===== src/rtl/sipo_expander.sv =====
module sipo_expander #(
  parameter int NBITS = 17
) (
  input  logic        clk,
  input  logic        rst_n,
  input  logic        wr_en,
  input  logic [31:0] wr_word,
  output logic [31:0] rd_word,
  input  logic        cfg_wr,
  input  logic [1:0]  cfg_div_code,
  input  logic [4:0]  cfg_dly,
  input  logic        cfg_latch_mode,
  input  logic        cfg_flash_en,
  input  logic        pwm_tick,
  input  logic [16:0] pwm_lvl,
  output logic        ser_dout,
  output logic        ser_clk,
  output logic        ser_latch
);
  localparam int BW = $clog2(NBITS + 1);
  localparam logic [BW-1:0] LATCH_IDX = BW'(NBITS);

  logic [NBITS-1:0] data_q, shw, sh_cur;
  logic [BW-1:0]    bit_q, bit_n;
  logic [5:0]       ph, ph_n, ncnt, half;
  logic [1:0]       div_q;
  logic [4:0]       dly_q;
  logic             mode_q, flash_q, busy, busy_n, sdo_q;
  logic             start_sw, start_fl, start, upd, cfg_ok;

  assign ncnt = 6'd4 << div_q;
  assign half = ncnt >> 1;

  assign start_sw = wr_en && wr_word[31] && !busy;
  assign start_fl = flash_q && pwm_tick && !busy && !start_sw;
  assign start    = start_sw || start_fl;
  assign cfg_ok   = cfg_wr && !busy && !start && (cfg_dly != 5'd0) &&
                    ({1'b0, cfg_dly} <= (6'd2 << cfg_div_code));

  always_comb begin
    ph_n   = ph;
    bit_n  = bit_q;
    busy_n = busy;
    sh_cur = shw;
    if (start) begin
      ph_n   = '0;
      bit_n  = '0;
      busy_n = 1'b1;
      sh_cur = start_sw ? wr_word[NBITS-1:0] : pwm_lvl[NBITS-1:0];
    end else if (busy) begin
      if (ph == ncnt - 6'd1) begin
        ph_n  = '0;
        bit_n = bit_q + 1'b1;
        if (bit_q == LATCH_IDX) busy_n = 1'b0;
      end else begin
        ph_n = ph + 6'd1;
      end
    end
  end

  assign upd = busy_n && (bit_n < LATCH_IDX) && (ph_n == half - {1'b0, dly_q});

  always_ff @(posedge clk or negedge rst_n) begin
    if (!rst_n) begin
      data_q  <= '0;
      shw     <= '0;
      bit_q   <= '0;
      ph      <= '0;
      busy    <= 1'b0;
      sdo_q   <= 1'b0;
      div_q   <= 2'd3;
      dly_q   <= 5'd1;
      mode_q  <= 1'b0;
      flash_q <= 1'b0;
    end else begin
      ph    <= ph_n;
      bit_q <= bit_n;
      busy  <= busy_n;
      if (start_sw || (wr_en && !busy)) data_q <= wr_word[NBITS-1:0];
      if (upd) begin
        sdo_q <= sh_cur[NBITS-1];
        shw   <= sh_cur << 1;
      end else begin
        shw <= sh_cur;
      end
      if (cfg_ok) begin
        div_q   <= cfg_div_code;
        dly_q   <= cfg_dly;
        mode_q  <= cfg_latch_mode;
        flash_q <= cfg_flash_en;
      end
    end
  end

  assign rd_word   = {busy, {(31-NBITS){1'b0}}, data_q};
  assign ser_dout  = sdo_q;
  assign ser_clk   = busy && (bit_q < LATCH_IDX) && (ph >= half);
  assign ser_latch = (busy && (bit_q == LATCH_IDX)) ^ mode_q;


  sclk_idle_chk: assert property (@(posedge clk) disable iff (!rst_n)
    !busy |-> !ser_clk);

  dout_hold_chk: assert property (@(posedge clk) disable iff (!rst_n)
    (ser_clk && $past(ser_clk)) |-> $stable(ser_dout));

  busy_drop_chk: assert property (@(posedge clk) disable iff (!rst_n)
    $fell(busy) |-> ($past(bit_q) == LATCH_IDX));

  busy_write_chk: assert property (@(posedge clk) disable iff (!rst_n)
    (busy && wr_en) |=> $stable(data_q));

  dly_range_chk: assert property (@(posedge clk) disable iff (!rst_n)
    (dly_q != 5'd0) && ({1'b0, dly_q} <= half));
endmodule


===== config.mk =====
export PLATFORM = sky130hd
export DESIGN_NAME = sipo_expander
export DESIGN_NICKNAME = d
export VERILOG_FILES = /design/src/rtl/sipo_expander.sv
export SDC_FILE = /design/constraint.sdc
export NUM_CORES = 1
export LEC_CHECK = 0
export BUFFER_PORTS_ARGS = -buffer_cell sky130_fd_sc_hd__buf_2
export CAP_MARGIN = 20
export CELL_PAD_IN_SITES_DETAIL_PLACEMENT = 0
export CELL_PAD_IN_SITES_GLOBAL_PLACEMENT = 1
export CORE_AREA = 2 2 104 106
export CTS_BUF_LIST = sky130_fd_sc_hd__clkbuf_8
export DETAILED_ROUTE_END_ITERATION = 16
export DIE_AREA = 0 0 106 108
export PLACE_DENSITY_LB_ADDON = 0.25
export SKIP_LAST_GASP = 1
export SLEW_MARGIN = 10
export SYNTH_ARGS = -nofsm -noshare
export SYNTH_HDL_FRONTEND = slang
export SYNTH_SLANG_ARGS = --single-unit

===== constraint.sdc =====
create_clock -name clk -period 4 [get_ports clk]
set_clock_uncertainty 0.1 [all_clocks]
set_input_delay 0.6 -clock clk [delete_from_list [all_inputs] [get_ports clk]]
set_output_delay 0.6 -clock clk [all_outputs]
set_load 0.005 [all_outputs]

==> results.json, run 1 <==
{
  "gp_congestion": 0.806,
  "outcome": "finished, final reports clean",
  "detailed_place.area_mm2": 0.00378,
  "hold_class": "input pin to asynchronous set/reset pin",
  "seq_area_frac_synth_pct": 42.2,
  "powerDensity_mw_per_mm2": 680,
  "synth-edff-count": 0,
  "worstPathCellList": "and2_1, inv_1, ha_1, and4b_1, o31a_1, or3_1, a222oi_1, o2111ai_1, nor4_4, buf_4, mux2i_1",
  "cp_slowest_cell": "dfstp_2",
  "max_slew_margin_pct": 42.5,
  "clkTransAtPathRegs_ns": 0.11,
  "wl_per_cell_um": 13.7,
  "die_h_um": 108,
  "core_area_mm2": 0.0102,
  "crit_path_end_kind": "register",
  "final_layout_size_suffix_gt1_share_pct": 30.2,
  "grt_pass1_wl_mm": 11.7,
  "die_w_um": 106,
  "area_growth_pct": 17.2,
  "cts_buffers": 5,
  "cts-root-buf": "clkbuf_8",
  "hold_violations": 0,
  "cts_buffer_depth": 2,
  "synth_cell_types": 53,
  "slowest_delay_ns": 0.63,
  "antenna_found_initial": 0,
  "synth-seq-cells": 56,
  "post_synth.cell_area_avg_um2": 10.5,
  "fin_nets": 465,
  "power_uw": 2650,
  "cts_resized": 0,
  "r2r_slack_ns": 0.52,
  "arrival_ns": 3.61,
  "first_iter_violations": 115,
  "final_area_mm2": 0.00390,
  "synth_async_sr_flop_share_pct": 100,
  "maxSlewViolCount": 0,
  "cts_tree": "built",
  "netlist_area_mm2": 0.00333,
  "row_count": 37,
  "vias_per_cell": 4.74,
  "worstMarginPinSlew_ns": 0.862,
  "rsz0062_at_grt": "no",
  "hold_slack_ns": 0.294,
  "cts_hold_buf": 0,
  "worstSetupPathType": "register to register",
  "place_ws_ns": 0.481,
  "crit_path_start_kind": "register",
  "cts_setup_buffers": 0,
  "leakagePower_uw": 0.00192,
  "path_max_fanout": 16,
  "drt_wl_total_mm": 7.18,
  "fmax_ghz": 0.288,
  "grt_overflow": 0,
  "route.vias.total": 2481,
  "required_ns": 4.14,
  "diodes": 0,
  "die_area_mm2": 0.0114,
  "start_util_pct": 32.5,
  "worstSkewPairLatency_ns": 0.31,
  "ant_nets": 0,
  "grt_use_total_pct": 12.8,
  "ios": 98,
  "cp_top_family": "simple AND/OR/NAND/NOR gates",
  "grt_max_degree": 37,
  "finalSetupViolations": 0,
  "htree_num_levels": 2,
  "synth_warnings": 0,
  "place_hpwl_mm": 5.47,
  "min_period_over_period_pct": 86.9,
  "setup_tns_ns": 0,
  "peakVddDrop_mv": 0.266,
  "setup_ws_ns": 0.523,
  "firstDrtPassIters": 4,
  "synthFlopType": "dfrtp_1",
  "grt_pass1_vias": 2390,
  "netlist_instances": 316,
  "drc": 0,
  "path_buf_inv": 2,
  "portBuffers": 69,
  "post-route-min-period_ns": 3.48,
  "max-cap-violations": 0,
  "clock-sinks": 56
}
through the flow:
step,util (%),instances
after global placement,36.9,514
final,38.1,523
after floorplan,-,329
after global routing,38.1,523
after detailed placement,36.9,514
after CTS,38.0,522
routing by layer:
| metal | up-vias | part of all wire [%] | global-route usage (%) |
|---|---|---|---|
| li1 | 1222 | - | - |
| met1 | 1197 | 47 | 17.1 |
| met2 | 58 | 48 | 21.5 |
| met3 | 4 | 3.7 | 2.53 |
| met4 | 0 | 0.74 | 3.01 |
| met5 | - | 0 | 0 |
cell usage in the layout (no fill, tap or decap), types with 2 or more instances in the layout:
cell type / count
dfstp_2: 3
xnor2_1: 8
nand3b_1: 2
and2_1: 3
o31a_1: 2
conb_1: 14
or3_1: 2
nor2b_1: 4
buf_4: 7
and4b_1: 2
a21oi_1: 26
ha_1: 15
mux2_2: 25
nor3_1: 4
clkbuf_8: 5
o21ai_0: 7
and3_1: 3
xor2_1: 4
nand3_1: 2
buf_2: 69
inv_1: 14
nand2_1: 10
or4_1: 3
nand2b_1: 5
mux2i_1: 36
o211ai_1: 2
nor2_1: 30
nand4_1: 2
dfrtp_1: 53
where the power goes:
group,switching (µW),total [µW],internal [µW]
combinational,635,1260,624
sequential,195,1010,818
clock,194,382,187
total,1020,2650,1630
path summary, 6_finish.rpt:
path                       startpoint         to  cells after the start
min                             rst_n  data_q[4]                      1
max reg2reg                  div_q[1]     shw[7]                     11
min reg2reg                 data_q[4]  data_q[4]                      1
min in group clk            data_q[4]  data_q[4]                      1
max in group asynchronous       rst_n   dly_q[3]                      2
max                          div_q[1]     shw[7]                     11
Yosys cell counts, types with 2 or more instances:
library cell | number | area, µm²
and3_1 | 3 | 18.8
xnor2_1 | 8 | 70.1
nor2b_1 | 4 | 25.0
or3_1 | 2 | 12.5
nand2b_1 | 5 | 31.3
o31a_1 | 2 | 17.5
dfstp_2 | 3 | 78.8
o211ai_1 | 2 | 15.0
and4b_1 | 2 | 20.0
nor3_1 | 4 | 20.0
dfrtp_1 | 53 | 1330
buf_4 | 16 | 120
nand2_1 | 10 | 37.5
xor2_1 | 4 | 35.0
and2_1 | 3 | 18.8
a21oi_1 | 26 | 130
nand4_1 | 2 | 12.5
nand3_1 | 2 | 10.0
nand3b_1 | 2 | 15.0
nor2_1 | 30 | 113
ha_1 | 15 | 188
mux2_2 | 25 | 282
clkbuf_1 | 8 | 30.0
mux2i_1 | 36 | 360
o21ai_0 | 7 | 35.0
or4_1 | 3 | 22.5
inv_1 | 13 | 48.8
kinds of logic after synthesis:
group,synth area share [%]
and+or+nand+nor,13.7
other,0.113
AOI/OAI and AO/OA,8.76
adders and majority gates,6.24
muxes,19.3
buffers and inverters,6.58
DFF,42.2
xor gates and xnor gates,3.16
area by class of cell:
| type | instances | area, µm² |
|---|---|---|
| Tap cell | 136 | 170 |
| Sequential cell | 56 | 1410 |
| Multi-Input combinational cell | 233 | 1750 |
| Inverter | 13 | 48.8 |
| Clock inverter | 3 | 42.5 |
| Clock buffer | 5 | 68.8 |
| Fill cell | 1045 | 6330 |
| Timing Repair Buffer | 77 | 413 |
sequential cells by signal, summed over array words and instances (netlist names):
name / cells
div_q: 2
data_q: 17
shw: 17
ser_dout: 1
busy: 1
flash_q: 1
bit_q: 5
ph: 6
mode_q: 1
dly_q: 5
Power figures use the tool's default switching activity.
==> run 2, diff against run 1 <==
==> constraint.sdc (replaced) <==
create_clock -name clk -period 4 [get_ports clk]
set_clock_uncertainty 0.1 [all_clocks]
set_input_delay 1.2 -clock clk [delete_from_list [all_inputs] [get_ports clk]]
set_output_delay 1.2 -clock clk [all_outputs]
set_load 0.005 [all_outputs]
==> results.json, run 2 (synthesized netlist as in run 1, its figures left out) <==
{
  "setup.worst_path.start": "div_q[1]",
  "mostFrequentLayoutCells": "buf_2, dfrtp_1, mux2i_1",
  "row_count": 37,
  "fmax_ghz": 0.289,
  "start_util_pct": 32.5,
  "first_iter_violations": 92,
  "antenna_found_initial": 0,
  "diodes": 0,
  "area_growth_pct": 17.5,
  "hold_violations": 0,
  "post-route-min-period_ns": 3.46,
  "setup_tns_ns": 0,
  "drt_wl_total_mm": 6.87,
  "place_hpwl_mm": 5.29,
  "cts_tree": "built",
  "crit_path_end_kind": "register",
  "route.vias.total": 2465,
  "ant_nets": 0,
  "cts_hold_buf": 0,
  "worstSetupPathType": "register to register",
  "htree_num_levels": 2,
  "fill_cells": 1033,
  "rsz0062_at_grt": "no",
  "max-cap-violations": 0,
  "grt_use_total_pct": 12.5,
  "fin_nets": 467,
  "final-seq-area_mm2": 0.00141,
  "hold_slack_ns": 0.414,
  "required_ns": 4.10,
  "drc": 0,
  "grt_max_degree": 44,
  "min_period_over_period_pct": 86.6,
  "peakVddDrop_mv": 0.232,
  "die_h_um": 108,
  "vias_per_cell": 4.70,
  "portBuffers": 69,
  "leakagePower_uw": 0.00192,
  "path_max_fanout": 9,
  "grt_pass1_wl_mm": 11.7,
  "timing.rr.start": "div_q[1]",
  "core_area_mm2": 0.0102,
  "clock-sinks": 56,
  "cts_buffer_depth": 2,
  "top_regs": "data_q x17, shw x17, ph x6",
  "ios": 98,
  "die_w_um": 106,
  "firstDrtPassIters": 4,
  "clkTransAtPathRegs_ns": 0.10,
  "wl_per_cell_um": 13.1,
  "crit_path_start_kind": "register",
  "die_area_mm2": 0.0114,
  "cts_resized": 0,
  "hp-start": "data_q[11]",
  "final_layout_size_suffix_gt1_share_pct": 30.6,
  "gp_congestion": 0.739,
  "max_slew_margin_pct": 44.2,
  "powerDensity_mw_per_mm2": 660,
  "worstSkewPairLatency_ns": 0.31,
  "multi_input_area_mm2": 0.00175,
  "arrival_ns": 3.56,
  "grt_pass1_vias": 2439,
  "maxSlewViolCount": 0,
  "cts_buffers": 5,
  "final_common_cell": "buf_2",
  "grt_overflow": 0,
  "worstMarginPinSlew_ns": 0.837,
  "finalSetupViolations": 0,
  "cts-root-buf": "clkbuf_8",
  "cts_setup_buffers": 0,
  "hold_class": "register to register",
  "outcome": "finished, final reports clean"
}
-- run 2: cell count changes in the layout (fill, tap and decap cells not counted), sizes merged --
cell	previous run	this run
bufinv	1	0
clkinv	0	1
clkinvlp	0	1
buf	77	79
inv	15	14
-- run 2: critical path: stages (launching register included) --
cell       delay (ns)
dfstp_2          0.64
and2_1           0.19
inv_1            0.06
ha_1             0.31
and4b_1          0.22
o31a_1           0.14
or3_1            0.35
a222oi_1         0.31
o2111ai_1        0.26
or4_1            0.62
mux2i_1          0.15
-- run 2: power by group --
| group | internal [µW] | leakage, µW | switching, µW |
|---|---|---|---|
| registers | 818 | 0.000689 | 193 |
| logic | 632 | 0.00119 | 629 |
| clock network | 123 | 0.0000455 | 189 |
| total | 1570 | 0.00192 | 1010 |
-- run 2: worst paths after layout --
path,to,slack [ns],cells after the start
min,data_q[11],0.41,1
max reg2reg,shw[15],0.54,10
max in group asynchronous,data_q[16],2.46,3
min reg2reg,data_q[11],0.41,1
max,shw[15],0.54,10
min in group asynchronous,dly_q[2],0.68,1
-- run 2: through the flow --
stage	instance area, µm²	setup slack, ns	utilization [%]	cells	total power (µW)
2_1_floorplan	3380	0.377	-	329	1930
3_3_place_gp	3800	0.355	37.2	516	2270
3_5_place_dp	3800	0.344	37.2	516	2300
4_1_cts	3890	0.489	38.0	524	2620
5_1_grt	3910	0.357	38.2	525	2830
6_report	3910	0.536	38.2	525	2580
-- run 2: per-layer routing --
| layer | vias to the layer above | track usage [%] | wire length, µm |
|---|---|---|---|
| li1 | 1228 | - | - |
| met3 | 6 | 2.47 | 286 |
| met1 | 1178 | 17.5 | 3290 |
| met2 | 53 | 20.1 | 3230 |
| met4 | 0 | 3.10 | 68 |
| met5 | - | 0 | 0 |
-- run 2: cell type report --
type / count / area share (%)
clock buffers: 5 / 1.76
clock inverters: 3 / 0.512
inverters: 13 / 1.25
multi-input cells: 233 / 44.8
flip-flops and latches: 56 / 35.9
well taps: 136 / 4.35
repair buffers: 79 / 11.4
==> run 3, diff against run 2 <==
Settings changed: CORE_AREA 2 2 104 106 to 2 2 94 96, DIE_AREA 0 0 106 108 to 0 0 96 98.
==> results.json, run 3 (synthesized netlist as in run 1, its figures left out) <==
{
  "outcome": "finished, final reports clean",
  "path_max_fanout": 9,
  "row_count": 34,
  "grt_pass1_vias": 2625,
  "fin_nets": 467,
  "min_period_over_period_pct": 86.6,
  "cts_buffers": 5,
  "cts_buffer_depth": 2,
  "hold_violations": 0,
  "wl_per_cell_um": 14.2,
  "post-route-min-period_ns": 3.46,
  "setup_ws_ns": 0.536,
  "cts_resized": 0,
  "required_ns": 2.70,
  "final_common_cell": "buf_2",
  "peakVddDrop_mv": 0.333,
  "place_hpwl_mm": 5.42,
  "area_growth_pct": 16.1,
  "crit_path_start_kind": "register",
  "r2r_slack_ns": 0.60,
  "start_util_pct": 39.3,
  "cts_setup_buffers": 0,
  "die_h_um": 98,
  "ios": 98,
  "core_area_mm2": 0.00847,
  "max-cap-violations": 0,
  "grt_pass1_wl_mm": 12.2,
  "grt_max_degree": 37,
  "timing.rr.start": "div_q[1]",
  "final_area_mm2": 0.00387,
  "fill_cells": 841,
  "worstSkewPairLatency_ns": 0.32,
  "rsz0062_at_grt": "no",
  "power_uw": 2620,
  "die_w_um": 96,
  "diodes": 0,
  "arrival_ns": 2.16,
  "cts_hold_buf": 0,
  "hold_class": "register to register",
  "htree_num_levels": 2,
  "final_layout_size_suffix_gt1_share_pct": 30.8,
  "first_iter_violations": 74,
  "hp-start": "data_q[3]",
  "clock-sinks": 56,
  "leakagePower_uw": 0.00192,
  "fmax_ghz": 0.289,
  "die_area_mm2": 0.00941,
  "vias_per_cell": 5.05,
  "grt_use_total_pct": 16.2,
  "firstDrtPassIters": 4,
  "clkTransAtPathRegs_ns": 0.11,
  "maxSlewViolCount": 0,
  "gp_congestion": 0.788,
  "finalSetupViolations": 0,
  "drt_wl_total_mm": 7.04,
  "crit_path_end_kind": "output port",
  "mostFrequentLayoutCells": "buf_2, dfrtp_1, mux2i_1",
  "setup_tns_ns": 0,
  "place_ws_ns": 0.389,
  "worstMarginPinSlew_ns": 0.848,
  "worstSetupPathType": "register to output port",
  "setup.worst_path.start": "div_q[1]",
  "detailed_place.area_mm2": 0.00378,
  "cts-root-buf": "clkbuf_8",
  "powerDensity_mw_per_mm2": 678,
  "route.vias.total": 2510,
  "top_regs": "data_q x17, shw x17, ph x6",
  "portBuffers": 69,
  "ant_nets": 0,
  "antenna_found_initial": 0,
  "cts_tree": "built",
  "drc": 0,
  "grt_overflow": 0,
  "max_slew_margin_pct": 43.4
}
[run 3: cell types whose count changed in the layout (fill, tap and decap cells not counted)]
cell      change
buf_12        -1
buf_4         +1
clkinv_2      +1
clkinv_4      -1
inv_1         -1
inv_6         +1
[run 3: layer usage]
metal  GRT usage, %  up-vias  share of wire, %
met2           25.6       67                46
met3           3.01        7               4.5
met1           22.5     1208                48
met5              0        -                 0
met4           5.16        0               1.6
li1               -     1228                 -
[run 3: worst paths after layout]
check | to | cells after the start
setup reg to reg | shw[16] | 10
hold reg to reg | data_q[3] | 1
min in group asynchronous | ph[1] | 1
setup / recovery | ser_clk | 9
hold / removal | data_q[3] | 1
max in group asynchronous | data_q[7] | 2
[run 3: power breakdown]
part           switching, µW  internal, µW
combinational            651           634
sequential               185           818
clock                    207           125
[run 3: cell type report]
cell class | instances | area (µm²) | area share [%]
clock buffers | 5 | 68.8 | 1.78
inverters | 13 | 48.8 | 1.26
well taps | 108 | 135 | 3.50
repair buffers | 79 | 433 | 11.2
multi-input cells | 233 | 1750 | 45.4
clock inverters | 3 | 21.3 | 0.550
flip-flops and latches | 56 | 1410 | 36.3
[run 3: per-stage QoR]
step | utilization [%] | hold slack [ns] | instances
2_1_floorplan | - | 0.371 | 329
3_3_place_gp | 44.6 | 0.383 | 489
3_5_place_dp | 44.6 | 0.390 | 489
4_1_cts | 45.7 | 0.417 | 497
5_1_grt | 45.7 | 0.427 | 497
6_report | 45.7 | 0.413 | 497
[run 3: critical path: stages, from the launching register on]
cell and delay, ns:
dfstp_2 0.63, nor2_1 0.12, ha_1 0.28, inv_1 0.03, o21ai_0 0.16, a21oi_1 0.09
nor2b_1 0.10, o21ai_0 0.08, a21oi_1 0.20, buf_2 0.15
